$ cat config.mk
export PLATFORM = sky130hd
export DESIGN_NAME = kpm_top
export DESIGN_NICKNAME = d
export VERILOG_FILES = /design/src/rtl/kpm_pkg.sv /design/src/rtl/kpm_sync.sv /design/src/rtl/kpm_regs.sv /design/src/rtl/kpm_qual.sv /design/src/rtl/kpm_top.sv
export SDC_FILE = /design/constraint.sdc
export NUM_CORES = 1
export LEC_CHECK = 0
export ABC_AREA = 0
export BUFFER_PORTS_ARGS = -buffer_cell sky130_fd_sc_hd__buf_2
export CAP_MARGIN = 40
export CORE_ASPECT_RATIO = 1.25
export CORE_UTILIZATION = 49
export DETAILED_ROUTE_END_ITERATION = 8
export GPL_TIMING_DRIVEN = 0
export PLACE_DENSITY = 0.76
export SYNTH_ARGS = -nofsm -noshare
export SYNTH_HDL_FRONTEND = slang
export SYNTH_SLANG_ARGS = --single-unit
export TNS_END_PERCENT = 10
$ cat constraint.sdc
create_clock -name clk -period 1.75 [get_ports clk]
set_input_delay 0.0875 -clock clk [delete_from_list [all_inputs] [get_ports clk]]
set_output_delay 0.0875 -clock clk [all_outputs]
set_load 0.02 [all_outputs]
$ cat src/rtl/kpm_pkg.sv
package kpm_pkg;

  localparam logic [1:0] ADDR_MASK = 2'd0;
  localparam logic [1:0] ADDR_PAT  = 2'd1;
  localparam logic [1:0] ADDR_CTRL = 2'd2;

  localparam int CTRL_FLAG_BIT = 0;
  localparam int CTRL_SEL_BIT  = 1;
  localparam int CTRL_EN_BIT   = 2;

  typedef enum logic {
    CMP_EQ = 1'b0,
    CMP_NE = 1'b1
  } cmp_mode_e;

  // Masked compare; operands are zero-extended to 32 bits (port width <= 32).
  function automatic logic masked_hit(input logic [31:0] port_v,
                                      input logic [31:0] mask_v,
                                      input logic [31:0] pat_v,
                                      input cmp_mode_e   mode);
    logic [31:0] diff;
    logic        any_diff;
    diff     = (port_v ^ pat_v) & mask_v;
    any_diff = |diff;
    return (mode == CMP_NE) ? any_diff : !any_diff;
  endfunction

endpackage

$ cat src/rtl/kpm_sync.sv
module kpm_sync #(
  parameter int WIDTH  = 8,
  parameter int STAGES = 2
) (
  input  logic             clk,
  input  logic             rst_n,
  input  logic [WIDTH-1:0] d_in,
  output logic [WIDTH-1:0] d_out
);

  logic [WIDTH-1:0] stage_q [STAGES];

  for (genvar s = 0; s < STAGES; s++) begin : g_stage
    if (s == 0) begin : g_first
      always_ff @(posedge clk or negedge rst_n) begin
        if (!rst_n) stage_q[s] <= '0;
        else        stage_q[s] <= d_in;
      end
    end else begin : g_next
      always_ff @(posedge clk or negedge rst_n) begin
        if (!rst_n) stage_q[s] <= '0;
        else        stage_q[s] <= stage_q[s-1];
      end
    end
  end

  assign d_out = stage_q[STAGES-1];

endmodule

$ cat src/rtl/kpm_regs.sv
module kpm_regs
  import kpm_pkg::*;
#(
  parameter int WIDTH = 8
) (
  input  logic             clk,
  input  logic             rst_n,
  input  logic             wr_en,
  input  logic [1:0]       wr_addr,
  input  logic [WIDTH-1:0] wr_data,
  output logic [WIDTH-1:0] mask_q,
  output logic [WIDTH-1:0] pat_q,
  output cmp_mode_e        mode_q,
  output logic             en_q,
  output logic             clr_pulse
);

  logic wr_mask, wr_pat, wr_ctrl;

  assign wr_mask   = wr_en && (wr_addr == ADDR_MASK);
  assign wr_pat    = wr_en && (wr_addr == ADDR_PAT);
  assign wr_ctrl   = wr_en && (wr_addr == ADDR_CTRL);
  assign clr_pulse = wr_ctrl && !wr_data[CTRL_FLAG_BIT];

  always_ff @(posedge clk or negedge rst_n) begin
    if (!rst_n) begin
      mask_q <= '0;
      pat_q  <= '0;
      mode_q <= CMP_EQ;
      en_q   <= 1'b0;
    end else begin
      if (wr_mask) mask_q <= wr_data;
      if (wr_pat)  pat_q  <= wr_data;
      if (wr_ctrl) begin
        mode_q <= cmp_mode_e'(wr_data[CTRL_SEL_BIT]);
        en_q   <= wr_data[CTRL_EN_BIT];
      end
    end
  end

endmodule

$ cat src/rtl/kpm_qual.sv
module kpm_qual #(
  parameter int HOLD = 7,
  localparam int CW  = $clog2(HOLD + 1)
) (
  input  logic          clk,
  input  logic          rst_n,
  input  logic          hit,
  input  logic          clr,
  output logic          qual,
  output logic          flag_q,
  output logic [CW-1:0] run_cnt
);

  logic at_sat;

  assign at_sat = (run_cnt == CW'(HOLD));
  assign qual   = hit && (run_cnt == CW'(HOLD - 1));

  always_ff @(posedge clk or negedge rst_n) begin
    if (!rst_n)            run_cnt <= '0;
    else if (!hit || clr)  run_cnt <= '0;
    else if (!at_sat)      run_cnt <= run_cnt + 1'b1;
  end

  // a qualifying event wins over a clear in the same cycle
  always_ff @(posedge clk or negedge rst_n) begin
    if (!rst_n)    flag_q <= 1'b0;
    else if (qual) flag_q <= 1'b1;
    else if (clr)  flag_q <= 1'b0;
  end

endmodule

$ cat src/rtl/kpm_top.sv
module kpm_top
  import kpm_pkg::*;
#(
  parameter int WIDTH       = 8,
  parameter int SYNC_STAGES = 2,
  parameter int HOLD        = 7,
  localparam int CW         = $clog2(HOLD + 1)
) (
  input  logic             clk,
  input  logic             rst_n,
  input  logic             wr_en,
  input  logic [1:0]       wr_addr,
  input  logic [WIDTH-1:0] wr_data,
  input  logic [WIDTH-1:0] port_in,
  output logic [WIDTH-1:0] mask_o,
  output logic [WIDTH-1:0] pattern_o,
  output logic             match_sel_o,
  output logic             irq_en_o,
  output logic             flag_o,
  output logic             irq_o,
  output logic             wake_o
);

  logic [WIDTH-1:0] port_sync;
  logic [WIDTH-1:0] mask_q, pat_q;
  cmp_mode_e        mode_q;
  logic             en_q;
  logic             clr_w;
  logic             hit_w;
  logic             qual_w;
  logic             flag_w;
  logic [CW-1:0]    run_cnt_w;

  kpm_sync #(.WIDTH(WIDTH), .STAGES(SYNC_STAGES)) u_sync (
    .clk   (clk),
    .rst_n (rst_n),
    .d_in  (port_in),
    .d_out (port_sync)
  );

  kpm_regs #(.WIDTH(WIDTH)) u_regs (
    .clk       (clk),
    .rst_n     (rst_n),
    .wr_en     (wr_en),
    .wr_addr   (wr_addr),
    .wr_data   (wr_data),
    .mask_q    (mask_q),
    .pat_q     (pat_q),
    .mode_q    (mode_q),
    .en_q      (en_q),
    .clr_pulse (clr_w)
  );

  assign hit_w = masked_hit(32'(port_sync), 32'(mask_q), 32'(pat_q), mode_q);

  kpm_qual #(.HOLD(HOLD)) u_qual (
    .clk     (clk),
    .rst_n   (rst_n),
    .hit     (hit_w),
    .clr     (clr_w),
    .qual    (qual_w),
    .flag_q  (flag_w),
    .run_cnt (run_cnt_w)
  );

  assign mask_o      = mask_q;
  assign pattern_o   = pat_q;
  assign match_sel_o = (mode_q == CMP_NE);
  assign irq_en_o    = en_q;
  assign flag_o      = flag_w;
  assign irq_o       = flag_w && en_q;
  assign wake_o      = irq_o;

endmodule

==> flow_metrics.env <==
export IMPL_p_int_mw=1.54
export IMPL_critPathMaxStageDelay_ns=0.42
export IMPL_combPwrFrac_pct=24.2
export IMPL_fin_ws_ns=0.294
export IMPL_grt_pass1_wl_um=4300
export IMPL_port_buffers=41
export IMPL_timing_rr_end="u_qual.flag_q"
export IMPL_syn_area_per_cell_um2=15.8
export IMPL_p_sw_uw=661
export IMPL_drive_gt1_share_pct=44.5
export IMPL_row_count=21
export IMPL_finalCritPeriodShare_pct=83.2
export IMPL_tightest_slew_ns=0.800
export IMPL_seq_area_frac_synth_pct=67.1
export IMPL_arrival_ns=1.68
export IMPL_worstSetupPathType="reg -> reg"
export IMPL_cts_tree="yes"
export IMPL_synth_top_cell_by_area="dfrtp_1"
export IMPL_crit_path_start="u_regs.pat_q[1]"
export IMPL_cp_max_fo=4
export IMPL_place_ws_ns=0.289
export IMPL_hp_class="in -> reg"
export IMPL_initial_core_util_pct=52.4
export IMPL_synthAdderAreaFrac_pct=2.65
export IMPL_clock_latency_ns=0.34
export IMPL_critPathSlowestCell="dfrtp_1"
export IMPL_core_area_um2=2710
export IMPL_slew_headroom_pct=46.7
export IMPL_hold_viol=0
export IMPL_ios=42
export IMPL_place_hpwl_um=1750
export IMPL_synth_top_family_by_area="multiplexers"
export IMPL_synth_net_count=114
export IMPL_vias=932
export IMPL_antenna_cells=0
export IMPL_final_min_clock_period_ns=1.46
export IMPL_fin_skew_ns=0.00976
export IMPL_vias_per_cell=4.93
export IMPL_drc=0
export IMPL_cp_cell_sequence="xor2_1, a22oi_1, nand4_1, xor2_1, o21ai_0"
export IMPL_first_pass_iters=4
export IMPL_r2r_start="u_regs.pat_q[1]"
export IMPL_gp_congestion=0.698
export IMPL_first_global_vias=955
export IMPL_synth_compound_area_share_pct=3.18
export IMPL_sw_frac_of_total_pct=30.0
export IMPL_cts_max_path_buffers=2
export IMPL_p_leak_nw=0.923
export IMPL_cpMostUsedCell="xor2_1"
export IMPL_post_cts_buffers=0
export IMPL_cts_sinks=38
export IMPL_end_kind="flop"
export IMPL_yosys_mux_area_fraction_pct=15.0
export IMPL_finalSetupViolCount=0
export IMPL_yosys_area_top_type_share_pct=67.1
export IMPL_netlist_top_cells_area="dfrtp_1 (67%), mux2_2 (14%), xor2_1 (6.2%)"
export IMPL_setup_tns_ns=0
export IMPL_numCtsBuffers=5
export IMPL_clock_fmax_mhz=687
export IMPL_p_seq_share_pct=49.9
export IMPL_die_y_um=62.1
export IMPL_path_clk_slew_ns=0.11
export IMPL_htree_levels=2
export IMPL_yosysWarningCount=0
export IMPL_status="finished, final reports clean"
export IMPL_reg2reg_slack_ns=0.29
export IMPL_grt_use_total_pct=19.6
export IMPL_synthXorXnorAreaFrac_pct=6.18
export IMPL_fin_nets=178
export IMPL_post_cts_resized=0
export IMPL_drv_slew=0
export IMPL_synth_cell_types=17
export IMPL_nFillCells=190
export IMPL_crit_end="u_qual.flag_q"
export IMPL_ys_ff_latch=38
export IMPL_rsz0062_at_grt="false"
export IMPL_ir_drop_v=0.000930
export IMPL_drtAntennaViolNets=0
export IMPL_syn_area_um2=1420
export IMPL_gr_total_overflow=0
export IMPL_antenna_found_initial=0
export IMPL_p_per_area_nw_per_um2=1160
export IMPL_die_w_um=50.1
export IMPL_maxCapViolCount=0
export IMPL_clockRootBuffer="clkbuf_4"
export IMPL_synthSimpleGateAreaFrac_pct=5.12
export IMPL_synthCells=90
export IMPL_wl_um=2630
export IMPL_die_area_um2=3110
export IMPL_crit_path_start_kind="flop"
export IMPL_critPathRequiredTime_ns=1.97
export IMPL_wire_per_inst_um=13.9
export IMPL_grt_start_max_net_pins=39
export IMPL_reg2regPathDepth=5
export IMPL_cts_hold_buf=16
export IMPL_dr_first_iter_drc_count=12
export IMPL_syn_to_final_growth_pct=34.2
export IMPL_p_clk_share_pct=25.9
## sequential cells by signal, indices dropped and copies added (netlist names)
name	cells
u_regs.mode_q	1
u_sync.stage_q	8
u_regs.pat_q	8
u_regs.mask_q	8
u_sync.d_out	8
u_regs.en_q	1
u_qual.run_cnt	3
u_qual.flag_q	1
## worst min-delay path by stage
stage | from | to | slack (ns) | depth (start not counted)
final | wr_data[0] | u_regs.pat_q[0] | 0.03 | 2
after global placement | rst_n | u_sync.stage_q[13] | 0.20 | 1
after global routing | wr_data[0] | u_regs.pat_q[0] | 0.02 | 2
after CTS | wr_data[0] | u_regs.pat_q[0] | 0.01 | 2
after detailed placement | port_in[4] | u_sync.stage_q[12] | 0.20 | 1
after floorplan | rst_n | u_qual.flag_q | -0.21 | 0
## cell usage in the layout (no fill, tap or decap), types with 2 or more instances in the layout
master         netlist  final
buf_2                0     41
nor3_1               3      3
nand3b_1             2      2
clkinv_2             0      2
nor2_1               2      2
xor2_1              10     10
clkbuf_4             0      5
o21ai_0              2      2
a22oi_1              4      4
ha_1                 3      3
dlygate4sd3_1        0     16
dfrtp_1             38     38
mux2_2              18     18
## metal layers
| metal | vias up | track usage, % | wire [µm] |
|---|---|---|---|
| met5 | - | 0 | 0 |
| met4 | 0 | 9.64 | 42 |
| met3 | 4 | 7.35 | 123 |
| met2 | 28 | 32.5 | 1430 |
| met1 | 459 | 21.5 | 1030 |
| li1 | 441 | - | - |
## power by group through the flow
stage	combinational (mW)	sequential [mW]	clock, mW
6_report	0.534	1.10	0.572
5_1_grt	0.581	1.12	0.632
4_1_cts	0.542	1.10	0.596
3_5_place_dp	0.512	1.12	0
3_3_place_gp	0.495	1.11	0
2_1_floorplan	0.220	1.21	0
## critical path, delay by kind of cell (launching register included)
kind,cells,cell delay [ns]
flip-flops,1,0.42
AND/OR/NAND/NOR,1,0.14
AO/OA/AOI/OAI,2,0.34
XOR/XNOR,2,0.45
## synthesized netlist by cell type
cell      number
dfrtp_1       38
and2_1         1
buf_4          1
mux2_2        18
a22oi_1        4
inv_1          1
nand4_1        1
mux2i_1        1
nor3_1         3
nand2_1        1
ha_1           3
a21oi_1        1
xor2_1        10
nor2_1         2
nand3b_1       2
nor3b_4        1
o21ai_0        2
## layout make-up
class                   count  area, µm²  share of cell area, %
plain buffers               1       7.51                  0.394
clock buffers               5       37.5                   1.97
clock inverters             3       40.0                   2.10
inverters                   1       3.75                  0.197
multi-input cells          50        455                   23.9
flip-flops and latches     38        951                   50.0
well taps                  34       42.5                   2.24
repair buffers             57        365                   19.2
## kinds of logic after synthesis
group / Yosys count
AOI/OAI and AO/OA: 7
xor gates and xnor gates: 10
adders and majority gates: 3
buffers and inverters: 2
DFF: 38
muxes: 19
and+or+nand+nor: 11
## metrics by stage
step | std cells | utilization (%) | power, mW | cell area (µm²) | hold slack, ns
6_report | 189 | 70.3 | 2.21 | 1900 | 0.0313
5_1_grt | 189 | 70.3 | 2.33 | 1900 | 0.0191
4_1_cts | 189 | 70.3 | 2.24 | 1900 | 0.00964
3_5_place_dp | 165 | 61.5 | 1.63 | 1670 | 0.197
3_3_place_gp | 165 | 61.5 | 1.60 | 1670 | 0.195
2_1_floorplan | 90 | - | 1.43 | 1420 | -0.208
Power figures use the tool's default switching activity.
